[src/rtl/rstk_pkg.sv]
package rstk_pkg;
    localparam int CODE_W = 16;
    localparam logic [CODE_W-1:0] CP_NEAR_RET = 16'h0001;

    typedef enum logic {
        CALL_REL = 1'b0,
        CALL_IND = 1'b1
    } call_kind_e;
endpackage

[src/rtl/rstk_gate.sv]
module rstk_gate #(
    parameter int PRIV_W = 2,
    parameter int DISP_W = 16,
    parameter logic [(1<<PRIV_W)-1:0] ENABLE_MASK = '1
) (
    input  logic [PRIV_W-1:0] priv_lvl,
    input  logic              call_vld,
    input  logic              call_kind,
    input  logic [DISP_W-1:0] call_disp,
    input  logic              ret_vld,
    output logic              push_req,
    output logic              pop_req
);
    import rstk_pkg::*;

    logic en;
    logic needs_push;

    always_comb begin
        en         = ENABLE_MASK[priv_lvl];
        needs_push = (call_kind == CALL_IND) || (call_disp != '0);
        push_req   = en && call_vld && needs_push;
        pop_req    = en && ret_vld;
    end
endmodule

[src/rtl/rstk_store.sv]
module rstk_store #(
    parameter int DEPTH   = 16,
    parameter int ENTRY_W = 32,
    localparam int PTR_W  = $clog2(DEPTH + 1)
) (
    input  logic               clk,
    input  logic               rst_n,
    input  logic               push_req,
    input  logic [ENTRY_W-1:0] push_data,
    input  logic               pop_req,
    output logic [ENTRY_W-1:0] top_entry,
    output logic               empty,
    output logic               full,
    output logic               push_drop,
    output logic [PTR_W-1:0]   cnt
);
    typedef struct packed {
        logic [PTR_W-1:0]              cnt;
        logic [DEPTH-1:0][ENTRY_W-1:0] mem;
    } store_t;

    store_t st_d, st_q;
    logic [PTR_W-1:0] base;

    always_comb begin
        empty = (st_q.cnt == '0);
        full  = (st_q.cnt == PTR_W'(DEPTH));
        top_entry = '0;
        for (int k = 0; k < DEPTH; k++) begin
            if (st_q.cnt == PTR_W'(k + 1)) top_entry = st_q.mem[k];
        end
    end

    always_comb begin
        st_d = st_q;
        base = (pop_req && !empty) ? st_q.cnt - PTR_W'(1) : st_q.cnt;
        push_drop = push_req && (base == PTR_W'(DEPTH));
        st_d.cnt = base;
        if (push_req && !push_drop) begin
            for (int k = 0; k < DEPTH; k++) begin
                if (base == PTR_W'(k)) st_d.mem[k] = push_data;
            end
            st_d.cnt = base + PTR_W'(1);
        end
    end

    always_ff @(posedge clk) begin
        if (!rst_n) st_q <= '0;
        else        st_q <= st_d;
    end

    assign cnt = st_q.cnt;
endmodule

[src/rtl/rstk_check.sv]
module rstk_check #(
    parameter int ENTRY_W = 32
) (
    input  logic                        clk,
    input  logic                        rst_n,
    input  logic                        pop_req,
    input  logic                        empty,
    input  logic [ENTRY_W-1:0]          top_entry,
    input  logic [ENTRY_W-1:0]          ret_entry,
    input  logic                        push_drop,
    output logic                        fault,
    output logic [rstk_pkg::CODE_W-1:0] code,
    output logic                        ovf
);
    import rstk_pkg::*;

    typedef struct packed {
        logic              fault;
        logic [CODE_W-1:0] code;
        logic              ovf;
    } chk_t;

    chk_t ck_d, ck_q;

    always_comb begin
        ck_d       = ck_q;
        ck_d.fault = pop_req && (empty || (top_entry != ret_entry));
        ck_d.code  = ck_d.fault ? CP_NEAR_RET : '0;
        ck_d.ovf   = ck_q.ovf || push_drop;
    end

    always_ff @(posedge clk) begin
        if (!rst_n) ck_q <= '0;
        else        ck_q <= ck_d;
    end

    assign fault = ck_q.fault;
    assign code  = ck_q.code;
    assign ovf   = ck_q.ovf;
endmodule

[src/rtl/shadow_ret_guard.sv]
module shadow_ret_guard #(
    parameter int PRIV_W  = 2,
    parameter int IP_W    = 16,
    parameter int ENTRY_W = 32,
    parameter int DEPTH   = 16,
    parameter logic [(1<<PRIV_W)-1:0] ENABLE_MASK = 4'b1000,
    localparam int PTR_W  = $clog2(DEPTH + 1),
    localparam int CODE_W = rstk_pkg::CODE_W
) (
    input  logic              clk,
    input  logic              rst_n,
    input  logic [PRIV_W-1:0] priv_lvl,
    input  logic              call_vld,
    input  logic              call_kind,
    input  logic [IP_W-1:0]   call_disp,
    input  logic [IP_W-1:0]   call_ret_ip,
    input  logic              ret_vld,
    input  logic [IP_W-1:0]   ret_ip,
    output logic              cp_fault,
    output logic [CODE_W-1:0] cp_code,
    output logic              shadow_ovf
);
    logic               push_req, pop_req;
    logic [ENTRY_W-1:0] push_entry, ret_entry, top_entry;
    logic               stk_empty, stk_full, push_drop;
    logic [PTR_W-1:0]   stk_cnt;

    assign push_entry = ENTRY_W'(call_ret_ip);
    assign ret_entry  = ENTRY_W'(ret_ip);

    rstk_gate #(.PRIV_W(PRIV_W), .DISP_W(IP_W), .ENABLE_MASK(ENABLE_MASK)) u_gate (
        .priv_lvl (priv_lvl),
        .call_vld (call_vld),
        .call_kind(call_kind),
        .call_disp(call_disp),
        .ret_vld  (ret_vld),
        .push_req (push_req),
        .pop_req  (pop_req)
    );

    rstk_store #(.DEPTH(DEPTH), .ENTRY_W(ENTRY_W)) u_store (
        .clk      (clk),
        .rst_n    (rst_n),
        .push_req (push_req),
        .push_data(push_entry),
        .pop_req  (pop_req),
        .top_entry(top_entry),
        .empty    (stk_empty),
        .full     (stk_full),
        .push_drop(push_drop),
        .cnt      (stk_cnt)
    );

    rstk_check #(.ENTRY_W(ENTRY_W)) u_check (
        .clk      (clk),
        .rst_n    (rst_n),
        .pop_req  (pop_req),
        .empty    (stk_empty),
        .top_entry(top_entry),
        .ret_entry(ret_entry),
        .push_drop(push_drop),
        .fault    (cp_fault),
        .code     (cp_code),
        .ovf      (shadow_ovf)
    );
endmodule

[config.mk]
export PLATFORM = sky130hd
export DESIGN_NAME = shadow_ret_guard
export DESIGN_NICKNAME = d
export VERILOG_FILES = /design/src/rtl/rstk_pkg.sv /design/src/rtl/rstk_gate.sv /design/src/rtl/rstk_store.sv /design/src/rtl/rstk_check.sv /design/src/rtl/shadow_ret_guard.sv
export SDC_FILE = /design/constraint.sdc
export NUM_CORES = 1
export LEC_CHECK = 0
export BUFFER_PORTS_ARGS = -buffer_cell sky130_fd_sc_hd__buf_2
export CAP_MARGIN = 15
export CORE_ASPECT_RATIO = 0.9
export CORE_UTILIZATION = 48
export DETAILED_ROUTE_END_ITERATION = 6
export PLACE_DENSITY = 0.79
export SLEW_MARGIN = 20
export SYNTH_ARGS = -nofsm -noshare
export SYNTH_HDL_FRONTEND = slang
export SYNTH_SLANG_ARGS = --single-unit
export TNS_END_PERCENT = 5
[constraint.sdc]
create_clock -name clk -period 2.9 [get_ports clk]
set_clock_uncertainty 0.05 [all_clocks]
set_input_delay 0.87 -clock clk [delete_from_list [all_inputs] [get_ports clk]]
set_output_delay 0.87 -clock clk [all_outputs]
set_load 0.01 [all_outputs]
==> summary.txt, run 1 <==
Global routing
  – Initial antenna violation count: 1
  – Global route total overflow: 0
  – Largest net degree at the start of global routing: a little over 90
  – Global-route wire length before repair: ~68000 um
  – Tot GR Track Use: between 20% and 30%
  – Vias in the first global route: approximately 12k

Setup path
  – CP arrival: between 3 and 4 ns
  – Buffers and inverters on the worst path: 2
  – Critical Path RT: 3.27 ns
  – Kind of critical path: register to register
  – CP endpoint kind: register
  – Worst path top cell family by delay: simple AND/OR/NAND/NOR gates
  – Max stage delay on crit path: around 0.37 ns
  – Crit Path Max Fanout: 11
  – CP max stage cell: dfxtp_4
  – CP Cell Sequence: inv_2 -> ha_4 -> buf_6 -> and4bb_4 -> a21oi_1 -> o311ai_1 -> a21oi_2 -> a211o_1 -> nor3_1 -> nand4_1 -> nor4_2 -> a311oi_1
  – CP Launch Type: register

Logic synthesis
  – Async S/R FF share, synth: 0%
  – EDFF count, synth: 0
  – Mux contribution to synthesized area: between 10% and 20%
  – Yosys reg bits: approximately 260
  – Post-synthesis xor/xnor area fraction: less than 1%
  – Post-synth top flop: dfxtp_1
  – Yosys cell types: just over 90
  – Syn_area_per_cell: a little under 9 um^2
  – Synthesized instance count: about 1.5k
  – Warnings from Yosys: 0
  – Main combinational cell family by area after synthesis: simple AND/OR/NAND/NOR gates
  – Synth Area in Compound Gates: ~14%
  – Netlist Area Pre-Place: 13600 um^2
  – Post-synthesis sequential area ratio: about two fifths
  – Adder-Cell Fraction of Synth Area: less than 1%
  – Simple-gate share of the synthesized area: roughly a fifth

Drt
  – Routed WL per cell: about 21 um
  – Via Count: between 10k and 15k
  – Drt drc: 36
  – Drt pass-1 iters: 7
  – Vias per inst: roughly 6.2
  – Post-route ant nets: 0
  – WL final: about 44000 um
  – Iteration-0 DRC Markers: about 1.6k

CTS
  – CTS buffer count: 28
  – Clock root buffer: clkbuf_16
  – Max H-tree Level: 1
  – CTS Hold Buffers Added: 0
  – CTS Sinks: 263
  – Clk slew on worst S/H paths: ~0.06 ns
  – Max clock buf depth: 3
  – Worst-skew pair later-pin latency: about 0.55 ns
  – CTS tree: built

Status
  – Failing checks: DRC, setup timing
  – Status: finished with violations

Floorplan
  – Core area: about 28000 um^2
  – Chip width: approximately 180 um
  – Initial Util: roughly half
  – Die H: between 150 and 200 um
  – Boundary Pins: between 70 and 80
  – Num rows: 58
  – Die ar.: between 20000 and 30000 um^2

Placement
  – Port Buffers: 57
  – DPL Wire Length: about 30000 um
  – Placement Cell Area: between 15000 and 20000 um^2
  – Placer Congestion: 0.941

Power and ir drop
  – PD cells: 519 nW/um^2
  – Tot Pwr: 0.00863 W
  – Pleak: 8.27 nW
  – Max VDD drop: 0.500 mV

Job
  – Max Cap Viol: 0

Timing
  – Slew headroom: around three fifths
  – Setup-failing EPs final: 1
  – Final Slew Violations: 0
  – Worst Hold Slack: ~0.4 ns
  – Final hold vios: 0
  – Minimum clock period: between 3 and 4 ns
  – Final WS setup: -0.125 ns
  – Pin slew with the least headroom to its limit: between 0.6 and 0.7 ns
  – Unrepaired setup endpoints after global routing: yes
  – Fin crit share: 104%
  – FMAX: around 330 MHz

Final layout
  – Layout area overhead: 22.2%
  – Layout Nets: around 1.7k
  – Fin util: between 50% and 60%
  – Share of post-route cells with drive strength above 1: a little under a quarter
  – Design area: ~17000 um^2

Min path
  – HP Class: register to register
## flip-flops by register name (all words and copies together) (netlist names)
| name | count |
|---|---|
| u_store.cnt | 5 |
| u_check.ovf | 1 |
| u_check.fault | 1 |
| u_store.st_q | 256 |
## power by group
part | switching, W | leakage (nW) | internal (W)
registers | 0.0000288 | 2.12 | 0.00364
logic | 0.000735 | 5.69 | 0.000536
clock network | 0.00153 | 0.460 | 0.00217
total | 0.00229 | 8.27 | 0.00634
## final timing paths
| kind | startpoint | end | slack [ns] | cells after the start |
|---|---|---|---|---|
| worst max-delay path | u_store.cnt[0] | u_check.fault | -0.13 | 12 |
| worst min-delay path | u_store.st_q[491] | u_store.st_q[491] | 0.41 | 2 |
| worst max register to register | u_store.cnt[0] | u_check.fault | -0.13 | 12 |
| worst min register to register | u_store.st_q[491] | u_store.st_q[491] | 0.41 | 2 |
## cells in the mapped netlist, drive strengths merged, types with 4 or more instances
cell	count	share of area, %
nand4bb	7	0.58
dfxtp	263	39
xnor2	10	0.70
and2	7	0.32
o22ai	19	1.1
nand4b	5	0.43
a21oi	76	2.9
a22oi	11	0.61
a21o	5	0.28
ha	10	0.92
nand4	12	0.55
a221o	5	0.37
nor2	297	8.2
o211ai	10	0.55
a2bb2oi	5	0.32
clkbuf	61	1.7
and4bb	6	0.55
o21a	5	0.28
nor4	10	0.46
a31oi	7	0.43
nand3b	9	0.50
o221ai	10	0.64
nor3b	5	0.36
or3	7	0.36
o21ai	64	2.4
nand3	21	0.94
and3	6	0.28
nor2b	5	0.23
nand2	104	3.6
a2111oi	5	0.37
nor3	24	0.92
and4b	4	0.35
a221oi	16	1.1
o221a	4	0.33
nand2b	7	0.32
mux2i	249	18
inv	13	0.36
a211oi	11	0.68
a211o	6	0.39
buf	83	4.6
## repair_timing
item	in CTS	in global routing
buffers inserted	8	5
gates resized for setup	57	10
setup endpoints to repair	120	3
cloned	2	0
endpoints found under the hold margin	0	0
pin swaps	20	5
## cell families (layout without fill, tap and decap cells)
| kind of cell | count (synthesis) | after routing |
|---|---|---|
| and+or+nand+nor | 549 | 549 |
| adders and majority gates | 10 | 10 |
| xor gates and xnor gates | 13 | 13 |
| AOI/OAI and AO/OA | 283 | 283 |
| DFF | 263 | 263 |
| buffers and inverters | 157 | 312 |
| other | 1 | 16 |
| muxes | 251 | 251 |
## cells in the final DEF, fill, tap and decap left out, types with 8 or more instances in the layout
| cell type | Yosys | final |
|---|---|---|
| a21oi_1 | 75 | 72 |
| a221oi_1 | 15 | 13 |
| a22oi_1 | 11 | 10 |
| buf_12 | 0 | 32 |
| buf_2 | 33 | 58 |
| buf_4 | 20 | 149 |
| clkbuf_16 | 0 | 28 |
| clkinv_2 | 0 | 8 |
| conb_1 | 1 | 15 |
| dfxtp_1 | 263 | 258 |
| inv_1 | 13 | 9 |
| mux2i_1 | 247 | 246 |
| nand2_1 | 90 | 89 |
| nand2_4 | 13 | 13 |
| nand3_1 | 18 | 14 |
| nand3b_1 | 9 | 9 |
| nand4_1 | 12 | 12 |
| nor2_1 | 296 | 294 |
| nor3_1 | 23 | 23 |
| nor4_1 | 10 | 9 |
| o211ai_1 | 10 | 10 |
| o21ai_0 | 59 | 55 |
| o21ai_1 | 5 | 8 |
| o221ai_1 | 10 | 10 |
| o22ai_1 | 16 | 16 |
| xnor2_1 | 9 | 9 |
## routing by layer
| layer | GRT usage [%] | wire length [um] | up-vias | part of all wire [%] |
|---|---|---|---|---|
| met3 | 4.37 | 3980 | 145 | 9.1 |
| met1 | 38.7 | 18200 | 6170 | 42 |
| met2 | 48.7 | 20100 | 715 | 46 |
| met5 | 0 | 0 | - | 0 |
| li1 | - | - | 5688 | - |
| met4 | 11.5 | 1630 | 0 | 3.7 |
## worst reg2reg max path: stages, from the launching register on
cell and delay [ns]:
dfxtp_4 0.37, inv_2 0.11, ha_4 0.19, buf_6 0.17
and4bb_4 0.35, a21oi_1 0.11, o311ai_1 0.30, a21oi_2 0.09
a211o_1 0.30, nor3_1 0.22, nand4_1 0.20, nor4_2 0.31
a311oi_1 0.13
## through the flow
stage          setup slack [ns]  setup TNS [ns]  instances
6_report                 -0.125          -0.125       2057
4_1_cts                 0.00151               0       2051
2_1_floorplan           -0.0603          -0.446       1541
3_3_place_gp             -0.359           -1.71       1989
5_1_grt                  -0.160          -0.161       2056
3_5_place_dp             -0.310           -6.10       1989
## layout make-up
class | instances | area [um^2]
fillers | 2325 | 11300
multi-input cells | 1121 | 7730
flip-flops and latches | 263 | 5280
repair buffers | 247 | 2160
clock buffers | 36 | 741
well taps | 360 | 450
clock inverters | 16 | 200
inverters | 13 | 62.6
diodes | 1 | 2.50
No activity file was read; power rests on OpenSTA's default activity.
==> run 2: changes to the inputs <==
ABC_CLOCK_PERIOD_IN_PS = 2900   (was not set)
PLACE_DENSITY = 0.68   (was 0.79)
==> run 2 against run 1 <==
The flow still finishes with violations (DRC, setup timing). Worst setup slack improved by 0.11 ns. Routed wire length decreased by 0.79%. Non-clock buffer count increased by 10. Combinational power about the same. Sequential share of layout area decreased by 0.41 points. Design area increased by 1.1%. Power increased by 1.9%. Clock power increased by 5%. Die area unchanged. Utilization increased by 0.67 points. Global-route usage increased by 0.20 points. Clock-buffer cell count increased by 8.
==> summary.txt, run 2 (synthesis gave the netlist of run 1 again) <==
Status
  – Status: finished with violations
  – Failing checks: DRC, setup timing

Drt
  – Iteration-0 DRC Markers: 1363 (-14%)
  – Post-route ant nets: 0 (unchanged)
  – Routed WL per cell: 21.1 um (-1.2%)
  – Drt pass-1 iters: 7 (unchanged)
  – Drt drc: 22 (-39%)
  – WL final: 43600 um (-0.79%)
  – Via Count: 12.4k (-2.8%)
  – Vias per inst: 5.99 (-3.2%)

Final layout
  – Share of post-route cells with drive strength above 1: 23.8% (+0.82 points)
  – # diodes: 0 (-1)
  – Layout area overhead: 23.6%
  – Post-Layout Cell Count: 2065 (+0.39%)
  – Layout fillers: 2405 (+3.4%)
  – Layout Nets: 1750 (+0.63%)
  – Largest register FFs: 256 (unchanged)
  – Design area: 16800 um^2 (+1.1%)
  – Commonest non-fill, non-tap cell in the layout: nor2_1
  – Most frequent cells in the layout: nor2_1, dfxtp_1, mux2i_1, buf_4, nand2_1
  – Biggest register: u_store.st_q

Floorplan
  – Num rows: 58 (unchanged)
  – Boundary Pins: 73 (unchanged)
  – Chip width: 180 um (unchanged)
  – Die H: 162 um (unchanged)
  – Initial Util: 48.7% (unchanged)
  – Die ar.: 29000 um^2 (unchanged)
  – Core area: 27900 um^2 (unchanged)

CTS
  – Max clock buf depth: 3 (unchanged)
  – Max H-tree Level: 1 (unchanged)
  – Clock root buffer: clkbuf_16
  – Worst-skew pair later-pin latency: 0.57 ns (+0.02 ns)
  – CTS Hold Buffers Added: 0 (unchanged)
  – Clk slew on worst S/H paths: 0.06 ns (about the same)
  – CTS buffer count: 29 (+3.6%)
  – CTS tree: built
  – CTS Sinks: 263 (unchanged)

Placement
  – Port Buffers: 57 (unchanged)
  – DPL Wire Length: 29900 um (+1.2%)
  – Cells after DPL: 1989 (unchanged)
  – Placer Congestion: 0.949 (+0.78%)
  – Placement Cell Area: 15300 um^2 (about the same)

Global routing
  – Initial antenna violation count: 0 (-1)
  – Global-route wire length before repair: 68200 um (about the same)
  – Met3 usage: 4.04% (-0.34 points)
  – Vias in the first global route: 11.8k (-4.3%)
  – GR Layer Usage met2: 48.3% (-0.39 points)
  – Global route total overflow: 0 (unchanged)
  – Largest net degree at the start of global routing: 87 (-4.4%)
  – Tot GR Track Use: 29.6% (+0.20 points)
  – Met1 GRT Util: 40.7% (+2.0 points)
  – Most crowded layer after global routing: met2

Timing
  – FMAX: 343 MHz (+3.9%)
  – Final Slew Violations: 0 (unchanged)
  – Fin Setup TNS: -0.0117 ns (+0.113 ns)
  – Fin crit share: 100% (-3.9 points)
  – Final WS setup: -0.0117 ns (+0.113 ns)
  – Slew headroom: 63.1% (+4.9 points)
  – Unrepaired setup endpoints after global routing: yes
  – Pin slew with the least headroom to its limit: 0.554 ns (-0.0739 ns)
  – Minimum clock period: 2.91 ns (-0.113 ns)
  – Setup-failing EPs final: 1 (unchanged)
  – Final hold vios: 0 (unchanged)

Min path
  – HP Class: register to register
  – Hold Path Depth: 2 (unchanged)

Power and ir drop
  – Max VDD drop: 0.438 mV (-13%)
  – PD cells: 523 nW/um^2 (+0.80%)
  – Tot Pwr: 0.00880 W (+1.9%)
  – Pleak: 8.40 nW (+1.6%)

Setup path
  – Max stage delay on crit path: 0.34 ns (-0.03 ns)
  – FF-to-FF path depth: 13 (+1)
  – Crit Path Max Fanout: 10 (-1)
  – Kind of critical path: register to register
  – CP Cell Sequence: buf_4 -> ha_4 -> bufbuf_16 -> a21o_1 -> a31oi_2 -> o22a_1 -> a21oi_2 -> a2111oi_2 -> buf_4 -> mux2_2 -> nand4_1 -> nor4_2 -> a311oi_1
  – CP max stage cell: dfxtp_2
  – Critical Path RT: 3.33 ns (+0.06 ns)
  – CP endpoint kind: register
  – CP dominant cell by count: buf_4
  – CP Launch Type: register
  – CP arrival: 3.34 ns (-0.05 ns)

Job
  – Max Cap Viol: 0 (unchanged)
==> run 2: cell type report <==
| class | instances | area (um^2) | share of cell area [%] |
|---|---|---|---|
| multi-input cells | 1121 | 7760 | 46.1 |
| flip-flops and latches | 263 | 5270 | 31.3 |
| clock inverters | 7 | 103 | 0.610 |
| well taps | 360 | 450 | 2.68 |
| clock buffers | 44 | 902 | 5.36 |
| repair buffers | 257 | 2280 | 13.6 |
| inverters | 13 | 56.3 | 0.335 |
==> run 2: repair_timing <==
| item | 4_1_cts | 5_1_grt |
|---|---|---|
| buffers inserted | 23 | 0 |
| endpoints found under the hold margin | 0 | 0 |
| gates cloned | 2 | 0 |
| endpoints found under the setup margin | 2 | 6 |
| pin swaps | 25 | 3 |
| gates resized for setup | 72 | 6 |
==> run 2: critical path, delay by kind of cell, from the launching register on <==
kind                       cells  cell delay (ns)
AOI/OAI and AO/OA              6             1.14
buffers and inverters          3             0.61
DFF                            1             0.34
muxes                          1             0.33
adders and majority gates      1             0.19
and+or+nand+nor                2             0.16
==> run 2: worst paths after layout <==
kind	start	endpoint	slack [ns]
max reg2reg	u_store.cnt[1]	u_check.fault	-0.01
max	u_store.cnt[1]	u_check.fault	-0.01
min reg2reg	u_store.st_q[489]	u_store.st_q[489]	0.41
min	u_store.st_q[489]	u_store.st_q[489]	0.41
==> run 2: per-layer routing <==
layer / wire length, um / up-vias
li1: - / 5706
met1: 19100 / 6000
met2: 19500 / 553
met3: 3520 / 104
met4: 1370 / 0
met5: 0 / -
==> run 2: report_power, final <==
part | leakage, nW | switching, W | total [W] | internal [W]
logic | 5.78 | 0.000728 | 0.00126 | 0.000534
registers | 2.12 | 0.0000240 | 0.00366 | 0.00364
clock network | 0.497 | 0.00156 | 0.00387 | 0.00231
total | 8.40 | 0.00231 | 0.00880 | 0.00648
==> run 2: metrics by stage <==
step	setup WS, ns	hold WS [ns]	utilization [%]
6_report	-0.0117	0.409	60.2
3_3_place_gp	-0.245	0.391	54.6
4_1_cts	-0.00177	0.404	60.1
2_1_floorplan	-0.0603	0.382	-
3_5_place_dp	-0.371	0.394	54.6
5_1_grt	-0.153	0.430	60.2
